## src/rtl/acc_cpu_pkg.sv

```systemverilog
package acc_cpu_pkg;

  localparam int DATA_W = 12;
  localparam int ADDR_W = 8;
  localparam int OPC_W  = DATA_W - ADDR_W;

  typedef enum logic [2:0] {
    ST_T1 = 3'd0,
    ST_T2 = 3'd1,
    ST_T3 = 3'd2,
    ST_T4 = 3'd3,
    ST_T5 = 3'd4,
    ST_T6 = 3'd5
  } tstate_e;

  localparam logic [OPC_W-1:0] OP_LDA = 4'd0;
  localparam logic [OPC_W-1:0] OP_STA = 4'd1;
  localparam logic [OPC_W-1:0] OP_ADD = 4'd2;
  localparam logic [OPC_W-1:0] OP_SUB = 4'd3;
  localparam logic [OPC_W-1:0] OP_MBA = 4'd4;
  localparam logic [OPC_W-1:0] OP_JMP = 4'd5;
  localparam logic [OPC_W-1:0] OP_JN  = 4'd6;
  localparam logic [OPC_W-1:0] OP_MAD = 4'd7;
  localparam logic [OPC_W-1:0] OP_MDA = 4'd8;
  localparam logic [OPC_W-1:0] OP_MBE = 4'd9;
  localparam logic [OPC_W-1:0] OP_LDE = 4'd10;

  // bus drivers, register loads, memory strobes and end-of-instruction
  typedef struct packed {
    logic pc_oe;
    logic ir_oe;
    logic mdr_oe;
    logic ac_oe;
    logic d_oe;
    logic e_oe;
    logic alu_oe;
    logic mar_ld;
    logic mdr_ld;
    logic ir_ld;
    logic pc_ld;
    logic pc_inc;
    logic ac_ld;
    logic b_ld;
    logic d_ld;
    logic e_ld;
    logic alu_sub;
    logic mem_rd;
    logic mem_wr;
    logic last;
  } ctl_t;

endpackage

```

## src/rtl/acc_cpu_timing.sv

```systemverilog
module acc_cpu_timing
  import acc_cpu_pkg::*;
(
  input  logic    clk,
  input  logic    rst_n,
  input  logic    last,
  output tstate_e state
);

  tstate_e state_nx;

  always_comb begin
    if (last) begin
      state_nx = ST_T1;
    end else begin
      case (state)
        ST_T1:   state_nx = ST_T2;
        ST_T2:   state_nx = ST_T3;
        ST_T3:   state_nx = ST_T4;
        ST_T4:   state_nx = ST_T5;
        ST_T5:   state_nx = ST_T6;
        default: state_nx = ST_T1;
      endcase
    end
  end

  always_ff @(posedge clk or negedge rst_n) begin
    if (!rst_n) state <= ST_T1;
    else        state <= state_nx;
  end

endmodule

```

## src/rtl/acc_cpu_decode.sv

```systemverilog
module acc_cpu_decode
  import acc_cpu_pkg::*;
#(
  parameter int OW = 4
)(
  input  tstate_e       state,
  input  logic [OW-1:0] opcode,
  input  logic          ac_neg,
  output ctl_t          ctl
);

  logic t1, t2, t3, t4, t5, t6;
  logic i_lda, i_sta, i_add, i_sub, i_mba, i_jmp, i_jn;
  logic i_mad, i_mda, i_mbe, i_lde;

  always_comb begin
    t1 = (state == ST_T1);
    t2 = (state == ST_T2);
    t3 = (state == ST_T3);
    t4 = (state == ST_T4);
    t5 = (state == ST_T5);
    t6 = (state == ST_T6);
    i_lda = (opcode == OP_LDA);
    i_sta = (opcode == OP_STA);
    i_add = (opcode == OP_ADD);
    i_sub = (opcode == OP_SUB);
    i_mba = (opcode == OP_MBA);
    i_jmp = (opcode == OP_JMP);
    i_jn  = (opcode == OP_JN);
    i_mad = (opcode == OP_MAD);
    i_mda = (opcode == OP_MDA);
    i_mbe = (opcode == OP_MBE);
    i_lde = (opcode == OP_LDE);
  end

  // each line: OR of state-and-opcode product terms
  always_comb begin
    ctl.pc_oe   = t1;
    ctl.mar_ld  = t1 | (t4 & (i_lda | i_sta | i_lde));
    ctl.mem_rd  = t1 | (t4 & (i_lda | i_lde));
    ctl.mdr_ld  = t2 | (t5 & (i_lda | i_lde));
    ctl.pc_inc  = t2;
    ctl.mdr_oe  = t3 | (t6 & (i_lda | i_lde));
    ctl.ir_ld   = t3;
    ctl.ir_oe   = t4 & (i_lda | i_sta | i_lde | i_jmp | (i_jn & ac_neg));
    ctl.pc_ld   = t4 & (i_jmp | (i_jn & ac_neg));
    ctl.alu_oe  = t4 & (i_add | i_sub);
    ctl.alu_sub = t4 & i_sub;
    ctl.ac_ld   = (t4 & (i_add | i_sub | i_mad)) | (t6 & i_lda);
    ctl.ac_oe   = t4 & (i_mba | i_mda);
    ctl.b_ld    = t4 & (i_mba | i_mbe);
    ctl.d_oe    = t4 & i_mad;
    ctl.d_ld    = t4 & i_mda;
    ctl.e_oe    = t4 & i_mbe;
    ctl.e_ld    = t6 & i_lde;
    ctl.mem_wr  = t5 & i_sta;
    ctl.last    = (t4 & ~(i_lda | i_sta | i_lde)) | (t5 & i_sta) | t6;
  end

endmodule

```

## src/rtl/acc_cpu_alu.sv

```systemverilog
module acc_cpu_alu #(
  parameter int DW = 12
)(
  input  logic [DW-1:0] opa,
  input  logic [DW-1:0] opb,
  input  logic          sub,
  output logic [DW-1:0] res
);

  logic [DW-1:0] opb_x;

  always_comb begin
    opb_x = sub ? ~opb : opb;
    res   = opa + opb_x + {{(DW-1){1'b0}}, sub};
  end

endmodule

```

## src/rtl/acc_cpu_datapath.sv

```systemverilog
module acc_cpu_datapath
  import acc_cpu_pkg::*;
#(
  parameter int DW = 12,
  parameter int AW = 8
)(
  input  logic          clk,
  input  logic          rst_n,
  input  ctl_t          ctl,
  input  logic [DW-1:0] mem_rdata,
  output logic [AW-1:0] pc_q,
  output logic [DW-1:0] ac_q,
  output logic [DW-1:0] ir_q,
  output logic [AW-1:0] mem_addr,
  output logic [DW-1:0] mem_wdata
);

  localparam int PADW = DW - AW;

  logic [AW-1:0] mar_q, pc_nx, mar_nx;
  logic [DW-1:0] mdr_q, b_q, d_q, e_q;
  logic [DW-1:0] mdr_nx, ir_nx, ac_nx, b_nx, d_nx, e_nx;
  logic [DW-1:0] bus, alu_y;

  acc_cpu_alu #(.DW(DW)) u_alu (
    .opa (ac_q),
    .opb (b_q),
    .sub (ctl.alu_sub),
    .res (alu_y)
  );

  // AND-OR bus: decode drives at most one source per state
  always_comb begin
    bus = ({DW{ctl.pc_oe}}  & {{PADW{1'b0}}, pc_q})
        | ({DW{ctl.ir_oe}}  & {{PADW{1'b0}}, ir_q[AW-1:0]})
        | ({DW{ctl.mdr_oe}} & mdr_q)
        | ({DW{ctl.ac_oe}}  & ac_q)
        | ({DW{ctl.d_oe}}   & d_q)
        | ({DW{ctl.e_oe}}   & e_q)
        | ({DW{ctl.alu_oe}} & alu_y);
  end

  always_comb begin
    pc_nx  = ctl.pc_ld  ? bus[AW-1:0] : (ctl.pc_inc ? pc_q + 1'b1 : pc_q);
    mar_nx = ctl.mar_ld ? bus[AW-1:0] : mar_q;
    mdr_nx = ctl.mdr_ld ? mem_rdata   : mdr_q;
    ir_nx  = ctl.ir_ld  ? bus         : ir_q;
    ac_nx  = ctl.ac_ld  ? bus         : ac_q;
    b_nx   = ctl.b_ld   ? bus         : b_q;
    d_nx   = ctl.d_ld   ? bus         : d_q;
    e_nx   = ctl.e_ld   ? bus         : e_q;
  end

  always_ff @(posedge clk or negedge rst_n) begin
    if (!rst_n) begin
      pc_q  <= '0;
      mar_q <= '0;
      mdr_q <= '0;
      ir_q  <= '0;
      ac_q  <= '0;
      b_q   <= '0;
      d_q   <= '0;
      e_q   <= '0;
    end else begin
      pc_q  <= pc_nx;
      mar_q <= mar_nx;
      mdr_q <= mdr_nx;
      ir_q  <= ir_nx;
      ac_q  <= ac_nx;
      b_q   <= b_nx;
      d_q   <= d_nx;
      e_q   <= e_nx;
    end
  end

  // memory sees the address in the same cycle it enters MAR
  always_comb begin
    mem_addr  = ctl.mar_ld ? bus[AW-1:0] : mar_q;
    mem_wdata = ac_q;
  end

endmodule

```

## src/rtl/acc_cpu_core.sv

```systemverilog
module acc_cpu_core
  import acc_cpu_pkg::*;
#(
  parameter int DW = DATA_W,
  parameter int AW = ADDR_W
)(
  input  logic          clk,
  input  logic          rst_n,
  output logic [AW-1:0] mem_addr,
  output logic [DW-1:0] mem_wdata,
  input  logic [DW-1:0] mem_rdata,
  output logic          mem_rd,
  output logic          mem_wr
);

  localparam int OW = DW - AW;

  tstate_e       state;
  ctl_t          ctl;
  logic [AW-1:0] pc_q;
  logic [DW-1:0] ac_q;
  logic [DW-1:0] ir_q;
  logic [OW-1:0] opcode;

  assign opcode = ir_q[DW-1:AW];

  acc_cpu_timing u_timing (
    .clk   (clk),
    .rst_n (rst_n),
    .last  (ctl.last),
    .state (state)
  );

  acc_cpu_decode #(.OW(OW)) u_decode (
    .state  (state),
    .opcode (opcode),
    .ac_neg (ac_q[DW-1]),
    .ctl    (ctl)
  );

  acc_cpu_datapath #(.DW(DW), .AW(AW)) u_dp (
    .clk       (clk),
    .rst_n     (rst_n),
    .ctl       (ctl),
    .mem_rdata (mem_rdata),
    .pc_q      (pc_q),
    .ac_q      (ac_q),
    .ir_q      (ir_q),
    .mem_addr  (mem_addr),
    .mem_wdata (mem_wdata)
  );

  assign mem_rd = ctl.mem_rd;
  assign mem_wr = ctl.mem_wr;

endmodule

```

## config.mk

```make
export PLATFORM = sky130hd
export DESIGN_NAME = acc_cpu_core
export DESIGN_NICKNAME = d
export VERILOG_FILES = /design/src/rtl/acc_cpu_pkg.sv /design/src/rtl/acc_cpu_timing.sv /design/src/rtl/acc_cpu_decode.sv /design/src/rtl/acc_cpu_alu.sv /design/src/rtl/acc_cpu_datapath.sv /design/src/rtl/acc_cpu_core.sv
export SDC_FILE = /design/constraint.sdc
export NUM_CORES = 1
export LEC_CHECK = 0
export CAP_MARGIN = 5
export CORE_MARGIN = 3
export CORE_UTILIZATION = 65
export DETAILED_ROUTE_END_ITERATION = 8
export DONT_BUFFER_PORTS = 1
export HOLD_SLACK_MARGIN = 0.12
export PLACE_DENSITY = 0.9
export SETUP_SLACK_MARGIN = 0.5
export SYNTH_ARGS = -nofsm -noshare
export SYNTH_HDL_FRONTEND = slang
export SYNTH_SLANG_ARGS = --single-unit
```

## constraint.sdc

```tcl
create_clock -name clk -period 10.8 [get_ports clk]
set_input_delay 1.62 -clock clk [delete_from_list [all_inputs] [get_ports clk]]
set_output_delay 1.62 -clock clk [all_outputs]
set_load 0.01 [all_outputs]
```

==> results.md <==
## Synth
- **post-synthesis async set-or-reset flop share** 100%
- **number of instances in the synthesized netlist** 516
- **Syn. warnings** 0
- **Primary FF master, synth** sky130_fd_sc_hd__dfrtp_1
- **synthesized net count** 542
- **share of synthesized area occupied by flip-flops and latches** 45.0%
- **mean cell area of the mapped netlist** 9.81 µm²
- **Cell Area, Synth** 5060 µm²
- **register bit count reported by yosys** 91
- **synth unique cells** 66
- **count of flip-flops with a built-in enable after synthesis** 0

## Timing
- **f_max** 0.147 GHz
- **count of final setup violators** 0
- **final clock period utilization by the worst path** 62.8%
- **worst relative slew slack** 25.1%
- **min Tclk post-route** 6.79 ns
- **number of hold violations in the final report** 0
- **RSZ-0062 raised after global routing** no
- **clock skew** 0.00675 ns
- **setup_tns** 0 ns
- **final number of max-transition violations** 0
- **pin slew with the least headroom to its limit** 1.12 ns

## Job
- **number of max-cap violations** 0

## Detailed routing
- **post-route antenna net violation count** 0
- **initial DRC count** 428
- **DRC** 0
- **Routed wire per std cell** 21.0 µm
- **vias after detailed routing** 4035
- **post-detailed-route via-to-cell ratio** 6.70
- **number of detailed-routing iterations run before antenna repair** 5
- **sum of routed wire length over all layers** 12700 µm

## Outcome
- **outcome** finished, final reports clean

## CTS
- **number of CTS-inserted buffers** 9
- **clock root buffer master** sky130_fd_sc_hd__clkbuf_8
- **H-tree levels** 3
- **clock tree from TritonCTS** built
- **clk sink count** 91
- **Worst-Skew Late Latency** 0.37 ns
- **cts repair resizes** 0
- **clock transition at the registers of the reported paths** 0.09 ns
- **number of buffers inserted by post-CTS setup repair** 0
- **number of buffers inserted for hold repair after clock tree synthesis** 0
- **number of buffers on the longest clock path** 2

## Place
- **buffers added on ports** 0
- **global placer's final weighted congestion** 0.955
- **placed wire-length estimate after detailed placement** 8740 µm

## Power and ir drop
- **power density of the placed cells** 349 nW/µm²
- **Net Sw Power** 855 µW
- **Leakage** 0.00225 µW
- **combinational share of power** 50.6%
- **Net Sw Frac** 46.4%
- **Worst IR Drop VDD** 0.193 mV
- **part of the total power dissipated in the clock network** 13.0%
- **sequential cell fraction of total power** 36.4%
- **total internal power** 989 µW

## Die
- **Row Count** 31
- **floorplan die height** 94.3 µm
- **core outline area** 7410 µm²
- **IO Count** 36
- **total die area** 8880 µm²
- **starting utilization of the core area** 68.3%
- **Die W** 94.3 µm

## Final layout
- **Finished Core Util** 71.2%
- **area added between synthesis and finish** 4.23%
- **net count reported at finish** 525
- **proportion of layout cells with a drive suffix above 1** 12.3%
- **diodes inserted** 0
- **number of filler cells placed in the layout** 516

## Global routing
- **maximum number of pins on one net before global-route repair** 92
- **GRT Total Usage** 30.2%
- **initial antenna violation count** 0
- **total global routing overflow** 0
- **wire length of the first global-routing pass** 20300 µm
- **via count of the first global-routing pass** 3964

## Setup path
- **biggest fanout along the worst timing path** 17
- **arrival time worst endpoint** 5.17 ns
- **slack of the worst reg-to-reg path** 5.81 ns
- **Worst setup EP type** output port
- **path type of the worst setup path** flop to output port
- **crit start category** flop
- **worst endpoint required time** 9.18 ns

## Worst hold path
- **class of the tightest hold or removal check** flop to flop

-- power by group through the flow --
stage	clock network [µW]	registers (µW)	logic (µW)
after floorplan	0	585	772
after global placement	0	661	877
after detailed placement	0	670	911
after CTS	241	664	919
after global routing	252	685	1020
final	240	671	933
-- layer usage --
| layer | global-route usage [%] | up-vias | share of wire (%) |
|---|---|---|---|
| met5 | 0 | - | 0 |
| met4 | 16.8 | 0 | 4.4 |
| met3 | 5.21 | 47 | 8.8 |
| met2 | 47.8 | 219 | 47 |
| met1 | 39.1 | 1947 | 40 |
| li1 | - | 1822 | - |
-- placed cells by master (no fill, tap or decap), drive strengths merged, types with 3 or more instances in the layout --
master | netlist | final
clkbuf | 19 | 11
nor4 | 4 | 4
inv | 18 | 18
and2 | 3 | 3
mux2i | 10 | 10
a211oi | 4 | 4
a21oi | 44 | 44
o21ai | 36 | 36
buf | 14 | 5
a31oi | 5 | 5
a22o | 5 | 5
nand2b | 6 | 6
and3b | 4 | 4
a21o | 7 | 7
dfrtp | 91 | 91
nor2b | 4 | 4
mux2 | 23 | 23
or3b | 3 | 3
nand3 | 9 | 9
nand3b | 5 | 5
a22oi | 7 | 7
nand2 | 43 | 43
nor3 | 12 | 12
xor2 | 6 | 6
nor2 | 51 | 51
ha | 11 | 11
nor3b | 4 | 4
xnor2 | 22 | 22
a221oi | 6 | 6
a222oi | 4 | 4
-- final timing paths --
| check | depth (start not counted) | start | endpoint |
|---|---|---|---|
| setup / recovery | 11 | u_timing.state[0] | mem_addr[6] |
| hold reg to reg | 2 | u_dp.e_q[1] | u_dp.e_q[1] |
| setup reg to reg | 11 | u_timing.state[0] | u_dp.mar_q[6] |
| min in group asynchronous | 0 | rst_n | u_dp.e_q[10] |
| hold / removal | 2 | u_dp.e_q[1] | u_dp.e_q[1] |
| max in group asynchronous | 0 | rst_n | u_dp.mar_q[5] |
-- critical path: stages (launching register included) --
cell,delay [ns]
sky130_fd_sc_hd__dfrtp_1,0.67
sky130_fd_sc_hd__nand4bb_1,0.43
sky130_fd_sc_hd__nor2_1,0.71
sky130_fd_sc_hd__nand2_1,0.58
sky130_fd_sc_hd__xnor2_1,0.31
sky130_fd_sc_hd__fa_1,0.46
sky130_fd_sc_hd__a21oi_1,0.19
sky130_fd_sc_hd__o21ai_0,0.15
sky130_fd_sc_hd__a21oi_1,0.21
sky130_fd_sc_hd__xnor2_1,0.09
sky130_fd_sc_hd__a221oi_1,0.69
sky130_fd_sc_hd__mux2i_1,0.30
-- state kept, by name, indices dropped and copies added, names as in the netlist --
signal and flops:
u_dp.e_q 12, u_dp.ir_q 12, u_dp.mar_q 8, u_timing.state 3, u_dp.pc_q 8, u_dp.d_q 12
u_dp.b_q 12, u_dp.mdr_q 12, u_dp.ac_q 12
-- cell families after synthesis --
logic type,synth area share (%)
buffers and inverters,4.47
AO/OA/AOI/OAI,20.6
adder cells (fa/ha/maj),3.11
XOR/XNOR,4.84
multiplexers,7.09
flip-flops,45.0
AND/OR/NAND/NOR,14.9
-- through the flow --
step                std cells  setup WS, ns  area [µm²]  hold WS, ns  total power (µW)
floorplan                 516          5.81        5060        0.442              1360
global placement          587          4.73        5080        0.458              1540
detailed placement        587          4.48        5080        0.472              1580
CTS                       602          4.04        5280        0.492              1820
global route              602          3.55        5280        0.524              1960
finish                    602          4.01        5280        0.491              1840
-- cell usage after synthesis, types with 6 or more instances --
| library cell | n | share of area [%] |
|---|---|---|
| sky130_fd_sc_hd__mux2_2 | 23 | 5.1 |
| sky130_fd_sc_hd__dfrtp_1 | 91 | 45 |
| sky130_fd_sc_hd__o21ai_0 | 36 | 3.6 |
| sky130_fd_sc_hd__nand3_1 | 9 | 0.89 |
| sky130_fd_sc_hd__ha_1 | 11 | 2.7 |
| sky130_fd_sc_hd__xor2_1 | 6 | 1.0 |
| sky130_fd_sc_hd__mux2i_1 | 10 | 2.0 |
| sky130_fd_sc_hd__xnor2_1 | 22 | 3.8 |
| sky130_fd_sc_hd__a21o_1 | 7 | 1.0 |
| sky130_fd_sc_hd__clkbuf_1 | 19 | 1.4 |
| sky130_fd_sc_hd__nand2_1 | 43 | 3.2 |
| sky130_fd_sc_hd__inv_1 | 18 | 1.3 |
| sky130_fd_sc_hd__buf_2 | 10 | 0.99 |
| sky130_fd_sc_hd__nand2b_1 | 6 | 0.74 |
| sky130_fd_sc_hd__nor3_1 | 12 | 1.2 |
| sky130_fd_sc_hd__nor2_1 | 50 | 3.7 |
| sky130_fd_sc_hd__a22oi_1 | 7 | 1.0 |
| sky130_fd_sc_hd__a21oi_1 | 43 | 4.3 |
-- area by class of cell --
class	instances	area, µm²	share of cell area (%)
Sequential cell	91	2280	43.1
Inverter	18	67.6	1.28
Clock inverter	4	50.0	0.948
Tap cell	99	124	2.35
Clock buffer	11	151	2.87
Multi-Input combinational cell	374	2570	48.7
Timing Repair Buffer	5	37.5	0.711
Power figures use the tool's default switching activity.
